`src/rtl/act_window_pkg.sv`:
```
package act_window_pkg;
  // Outcome of one window evaluation
  typedef struct packed {
    logic early;  // new activate already breaks the window against prior history
    logic clamp;  // after insert, the next activate must wait for the bound
  } win_flags_t;
endpackage

```
`src/rtl/act_capture.sv`:
```
// Turns a completed open-page access into an activate-record strobe.
module act_capture #(
  parameter int TS_W  = 16,
  parameter int T_CL  = 3,
  parameter int T_RCD = 3
) (
  input  logic            acc_valid_i,
  input  logic            acc_row_miss_i,
  input  logic [TS_W-1:0] acc_done_i,
  output logic            rec_o,
  output logic [TS_W-1:0] rec_time_o
);
  localparam logic [TS_W-1:0] LEAD = TS_W'(T_CL + T_RCD);

  function automatic logic [TS_W-1:0] act_stamp(input logic [TS_W-1:0] done);
    return done - LEAD;
  endfunction

  assign rec_o      = acc_valid_i & acc_row_miss_i;
  assign rec_time_o = act_stamp(acc_done_i);
endmodule

```
`src/rtl/act_history.sv`:
```
// Shift register of the most recent activate times, slot 0 newest.
module act_history #(
  parameter int DEPTH = 4,
  parameter int TS_W  = 16
) (
  input  logic            clk,
  input  logic            rst_n,
  input  logic            rec_i,
  input  logic [TS_W-1:0] rec_time_i,
  output logic [TS_W-1:0] oldest_pre_o,
  output logic [TS_W-1:0] oldest_post_o
);
  logic [TS_W-1:0] slot_w [DEPTH];

  for (genvar i = 0; i < DEPTH; i++) begin : g_slot
    logic [TS_W-1:0] q;
    if (i == 0) begin : g_head
      always_ff @(posedge clk) begin
        if (!rst_n)     q <= '0;
        else if (rec_i) q <= rec_time_i;
      end
    end else begin : g_tail
      always_ff @(posedge clk) begin
        if (!rst_n)     q <= '0;
        else if (rec_i) q <= slot_w[i-1];
      end
    end
    assign slot_w[i] = q;
  end

  assign oldest_pre_o = slot_w[DEPTH-1];

  if (DEPTH == 1) begin : g_post_single
    assign oldest_post_o = rec_time_i;
  end else begin : g_post_multi
    assign oldest_post_o = slot_w[DEPTH-2];
  end

  // newest slot takes the recorded time
  p_shift_in_r2: assert property (@(posedge clk) disable iff (!rst_n)
    rec_i |=> slot_w[0] == $past(rec_time_i));
  // no record, no movement in the history
  p_hold_r3: assert property (@(posedge clk) disable iff (!rst_n)
    !rec_i |=> ($stable(slot_w[0]) && $stable(slot_w[DEPTH-1])));
endmodule

```
`src/rtl/act_window_eval.sv`:
```
// Window arithmetic for one record: early-violation test and block bound.
module act_window_eval
  import act_window_pkg::*;
#(
  parameter int TS_W   = 16,
  parameter int WINDOW = 20
) (
  input  logic [TS_W-1:0] rec_time_i,
  input  logic [TS_W-1:0] oldest_pre_i,
  input  logic [TS_W-1:0] oldest_post_i,
  output win_flags_t      flags_o,
  output logic [TS_W-1:0] bound_o
);
  localparam logic [TS_W-1:0] WIN = TS_W'(WINDOW);

  function automatic logic inside_window(input logic [TS_W-1:0] t,
                                         input logic [TS_W-1:0] old);
    logic [TS_W-1:0] span;
    span = t - old;
    return (old != '0) && (span < WIN);
  endfunction

  assign flags_o.early = inside_window(rec_time_i, oldest_pre_i);
  assign flags_o.clamp = inside_window(rec_time_i, oldest_post_i);
  assign bound_o       = oldest_post_i + WIN;
endmodule

```
`src/rtl/act_bank_clamp.sv`:
```
// Raises each bank's free time to the shared bound.
module act_bank_clamp #(
  parameter int TS_W   = 16,
  parameter int N_BANK = 4
) (
  input  logic                   rst_n,
  input  logic [TS_W-1:0]        bound_i,
  input  logic [N_BANK*TS_W-1:0] free_i,
  output logic [N_BANK*TS_W-1:0] free_o
);
  for (genvar b = 0; b < N_BANK; b++) begin : g_bank
    logic [TS_W-1:0] own;
    logic [TS_W-1:0] out;
    assign own = free_i[b*TS_W +: TS_W];
    assign out = (own > bound_i) ? own : bound_i;
    assign free_o[b*TS_W +: TS_W] = out;

    // clamped time is no earlier than either input
    always_comb begin
      if (rst_n) begin
        p_floor_r7: assert (out >= own && out >= bound_i);
      end
    end
  end
endmodule

```
`src/rtl/act_window_limiter.sv`:
```
module act_window_limiter
  import act_window_pkg::*;
#(
  parameter int ACT_LIMIT = 4,
  parameter int WINDOW    = 20,
  parameter int TS_W      = 16,
  parameter int T_CL      = 3,
  parameter int T_RCD     = 3,
  parameter int N_BANK    = 4
) (
  input  logic                   clk,
  input  logic                   rst_n,
  input  logic [TS_W-1:0]        now_i,
  input  logic                   acc_valid_i,
  input  logic                   acc_row_miss_i,
  input  logic [TS_W-1:0]        acc_done_i,
  input  logic [N_BANK*TS_W-1:0] bank_free_i,
  output logic [TS_W-1:0]        block_until_o,
  output logic                   act_allowed_o,
  output logic                   violation_o,
  output logic [N_BANK*TS_W-1:0] bank_free_o
);
  // Named internal events
  logic            rec_w;
  logic [TS_W-1:0] rec_time_w;
  logic [TS_W-1:0] oldest_pre_w;
  logic [TS_W-1:0] oldest_post_w;
  logic [TS_W-1:0] bound_w;
  win_flags_t      flags_w;
  logic            raise_w;

  logic [TS_W-1:0] block_q;
  logic            viol_q;

  act_capture #(.TS_W(TS_W), .T_CL(T_CL), .T_RCD(T_RCD)) u_capture (
    .acc_valid_i    (acc_valid_i),
    .acc_row_miss_i (acc_row_miss_i),
    .acc_done_i     (acc_done_i),
    .rec_o          (rec_w),
    .rec_time_o     (rec_time_w)
  );

  act_history #(.DEPTH(ACT_LIMIT), .TS_W(TS_W)) u_history (
    .clk           (clk),
    .rst_n         (rst_n),
    .rec_i         (rec_w),
    .rec_time_i    (rec_time_w),
    .oldest_pre_o  (oldest_pre_w),
    .oldest_post_o (oldest_post_w)
  );

  act_window_eval #(.TS_W(TS_W), .WINDOW(WINDOW)) u_eval (
    .rec_time_i    (rec_time_w),
    .oldest_pre_i  (oldest_pre_w),
    .oldest_post_i (oldest_post_w),
    .flags_o       (flags_w),
    .bound_o       (bound_w)
  );

  assign raise_w = rec_w && flags_w.clamp && (bound_w > block_q);

  always_ff @(posedge clk) begin
    if (!rst_n) begin
      block_q <= '0;
      viol_q  <= 1'b0;
    end else begin
      viol_q <= rec_w && flags_w.early;
      if (raise_w) block_q <= bound_w;
    end
  end

  act_bank_clamp #(.TS_W(TS_W), .N_BANK(N_BANK)) u_clamp (
    .rst_n   (rst_n),
    .bound_i (block_q),
    .free_i  (bank_free_i),
    .free_o  (bank_free_o)
  );

  assign block_until_o = block_q;
  assign violation_o   = viol_q;
  assign act_allowed_o = (now_i >= block_q);

  // bound only moves upward
  p_block_mono_r5: assert property (@(posedge clk) disable iff (!rst_n)
    1'b1 |=> block_q >= $past(block_q));
  // a violation pulse always follows a row-miss access
  p_viol_cause_r4: assert property (@(posedge clk) disable iff (!rst_n)
    violation_o |-> $past(acc_valid_i && acc_row_miss_i));
  // a row hit never moves the bound
  p_hit_quiet_r3: assert property (@(posedge clk) disable iff (!rst_n)
    (acc_valid_i && !acc_row_miss_i) |=> $stable(block_q) && !violation_o);
endmodule

```
`config.mk`:
```
export PLATFORM = sky130hd
export DESIGN_NAME = act_window_limiter
export DESIGN_NICKNAME = d
export VERILOG_FILES = /design/src/rtl/act_window_pkg.sv /design/src/rtl/act_capture.sv /design/src/rtl/act_history.sv /design/src/rtl/act_window_eval.sv /design/src/rtl/act_bank_clamp.sv /design/src/rtl/act_window_limiter.sv
export SDC_FILE = /design/constraint.sdc
export NUM_CORES = 1
export LEC_CHECK = 0
export BUFFER_PORTS_ARGS = -buffer_cell sky130_fd_sc_hd__buf_2
export CORE_MARGIN = 4
export CORE_UTILIZATION = 59
export CTS_BUF_LIST = sky130_fd_sc_hd__clkbuf_2 sky130_fd_sc_hd__clkbuf_4 sky130_fd_sc_hd__clkbuf_8
export DETAILED_ROUTE_END_ITERATION = 8
export PLACE_DENSITY = 0.84
export SETUP_SLACK_MARGIN = 0.4
export SYNTH_ARGS = -nofsm -noshare
export SYNTH_HDL_FRONTEND = slang
export SYNTH_HIERARCHICAL = 1
export SYNTH_SLANG_ARGS = --single-unit
```
`constraint.sdc`:
```
create_clock -name clk -period 4.7 [get_ports clk]
set_input_delay 0.94 -clock clk [delete_from_list [all_inputs] [get_ports clk]]
set_output_delay 0.94 -clock clk [all_outputs]
set_load 0.03 [all_outputs]
```
==> metrics.txt <==
status=completed; largest net degree at the start of global routing=71; largest cells by area after synthesis=dfxtp_1 17%, ha_1 17%, mux2i_1 7.5%; Reg clk slew, reported paths=approximately 0.080 ns; total gr overflow=0; sequential area share after synthesis=0.174; Site Rows=45; Final Max Tran Viols=0; clock insertion delay at the later pin of the skew report=approximately 0.36 ns; Int Power=1300 uW; Leak Pwr=slightly above 0.004 uW; nets=1509; Synth Net Count=roughly 1400; Sink Count=81; IO Pins=182; R2R Path Start=u_history/oldest_post_o[4]; crit path capture=violation_o; Sw Ratio=0.331; HP Class=register to register; number of synthesized flops with an enable pin=0; worst setup path start=acc_done_i[1]; initial antenna violation count=2; routability cong.=0.978; CTS H-tree lvls=3; Slew headroom=0.426; cell taking the most area after synthesis=dfxtp_1; final WL=29200 um; Final Critical Period=between 4 and 5 ns; via count=9870; R2R setup slack=0.97 ns; Placeable Area=between 15000 and 20000 sq um; pwr dens=180 nW/um^2; CP required=approximately 5 ns; chip height=134 um; Crit. End Element=register; final hold vios=0; # port buffers=181; vias per cell=6.58; Die X=approximately 130 um; Reg-to-Reg End=block_until_o[3]; critical path class=input port to register; Distinct cells, synth=70; global-route wire length before repair=45300 um; CTS Hold Bufs=0; Crit path arrival time=4.48 ns; Seq pwr share=0.362; RSZ-0062 raised after global routing=false; synth warn=6; skew final=0.00553 ns; top cell type's share of synthesized area=0.174; CTS Buf Count=9; final core utilization=0.702; dpl hpwl=21700 um; Area Overhead vs Synth=15.5%; FILL cells=about 1200; worst-margin pin slew=0.852 ns; post-route ant nets=0; Max Freq=239 MHz; die area=approximately 18000 sq um; Startpoint Class=input port; mean area per synthesized cell=8.28 sq um; setup violators final=0; TritonCTS clock tree=built; flop and latch count out of synthesis=approximately 80; Gate power share=0.334; commonest non-fill, non-tap cell in the layout=buf_2; Initial Util=0.608; Routed WL per cell=19.5 um; Pwr Total=just under 2000 uW; Max-Cap Viols=0; Peak VDD IR=between 0.15 and 0.2 mV; Max FO, Critical Path=5; drc violations=0; cells after synthesis=1128; drt first-iter violations=1324; commonest register cell after synthesis=dfxtp_1; synthesized area=9350 sq um; Clock Power Share=0.303; vias in the first global route=9013; overall routing resource usage=0.303; Tcrit/Tclk final=0.889; switching pwr=643 uW; Post-synth ARST share=0; worst-case reg-to-reg path depth=10; DRT Pass-1 Iters=7; most frequent cells in the layout=181 x buf_2, 127 x ha_1, 82 x nand3_1; layout cell share with drive strength beyond 1=0.233; Root Driver=clkbuf_8; clk buf depth=2
-- power groups by stage --
stage	sequential, uW	clock [uW]	combinational [uW]
floorplan	717	0	447
detailed placement	719	0	613
finish	703	588	649
CTS	703	598	623
global route	704	619	701
global placement	719	0	600
-- registers in the layout, indices dropped and copies added, names as in the netlist --
name                     cells
violation_o                  1
u_history/oldest_pre_o      16
block_until_o               16
u_history/oldest_post_o     16
u_history/g_slot.q          32
-- cell type report --
class	instances	area [sq um]	area share
inverter	79	317	0.0293
sequential	81	1620	0.150
timing repair buffer	212	1140	0.106
clock inverter	2	60.1	0.00557
antenna	2	5.00	0.000464
tap	211	264	0.0245
clock buffer	14	174	0.0161
multi-input combinational	899	7210	0.668
-- per-layer routing --
| metal | vias up | global-route usage | wire length [um] | share of wire |
|---|---|---|---|---|
| met5 | - | 0 | 0 | 0 |
| met4 | 0 | 0.109 | 937 | 0.032 |
| met3 | 90 | 0.0435 | 2710 | 0.093 |
| met2 | 566 | 0.485 | 13300 | 0.46 |
| met1 | 4554 | 0.416 | 12300 | 0.42 |
| li1 | 4660 | - | - | - |
-- how the worst min path moves through the flow --
stage	startpoint	end	cells after the start
after global placement	u_history/g_slot[1].q[0]	u_history/oldest_post_o[0]	2
after CTS	u_history/g_slot[0].q[9]	u_history/g_slot[1].q[9]	2
final	u_history/g_slot[0].q[9]	u_history/g_slot[1].q[9]	2
after floorplan	u_history/g_slot[0].q[0]	u_history/g_slot[0].q[0]	2
after global routing	u_history/g_slot[1].q[3]	u_history/g_slot[1].q[3]	2
after detailed placement	u_history/g_slot[1].q[10]	u_history/g_slot[1].q[10]	2
-- stage by stage --
step | cell area (sq um) | setup TNS [ns] | hold WS (ns) | cells | setup WS (ns)
2_1_floorplan | 9350 | 0 | 0.482 | 1128 | 0.519
6_report | 10800 | 0 | 0.519 | 1500 | 0.523
5_1_grt | 10800 | 0 | 0.547 | 1500 | 0.374
3_3_place_gp | 10300 | 0 | 0.494 | 1478 | 0.200
3_5_place_dp | 10300 | -0.600 | 0.506 | 1478 | -0.0525
4_1_cts | 10600 | 0 | 0.527 | 1494 | 0.425
-- logic make-up after synthesis --
kind of cell / Yosys count / share of synthesized area
AOI/OAI and AO/OA: 274 / 0.226
xor gates and xnor gates: 37 / 0.0355
adders and majority gates: 127 / 0.170
and+or+nand+nor: 389 / 0.244
DFF: 81 / 0.174
buffers and inverters: 150 / 0.0762
muxes: 70 / 0.0750
-- critical path, cell delays in order --
cell and delay, ns:
buf_2 0.13, a2111oi_4 0.36, buf_4 0.19, nand4b_1 0.13, xnor2_1 0.33, ha_1 0.36, a21o_1 0.21, a21o_2 0.22
a32oi_1 0.18, nand2_1 0.06, or3_1 0.35, or4_4 0.54, a2111oi_2 0.27, and3_1 0.19
-- what timing repair did --
action,4_1_cts,5_1_grt
gates cloned,0,2
setup buffers,0,2
endpoints found under the setup margin,79,80
pin swaps,0,3
gates resized for setup,11,32
-- cell usage after synthesis (3+ instances only) --
cell and n:
o311ai_0 24, buf_6 6, and2_1 4, buf_4 3, nand2b_1 10, buf_2 10
nor3_2 5, nand4_2 4, nor2_1 29, nor4b_1 6, nor2b_1 65, nand2_1 52
and3_1 4, inv_1 64, o21ai_2 4, nor4_1 70, a21o_1 12, dfxtp_1 81
clkbuf_1 44, o311ai_1 40, mux2i_1 70, o21a_1 8, or3_1 7, o21ai_0 14
clkinv_1 15, xnor2_1 26, a22o_1 15, a211oi_1 4, nor4_2 4, nand3_1 82
a2111oi_4 3, a21oi_1 52, o21ai_1 9, o21bai_2 4, and4_1 4, xor2_1 10
ha_1 127, nor3_1 12, nand4_1 18, o211ai_1 64, buf_8 7
Note: power is estimated with default switching activity, not from simulation.
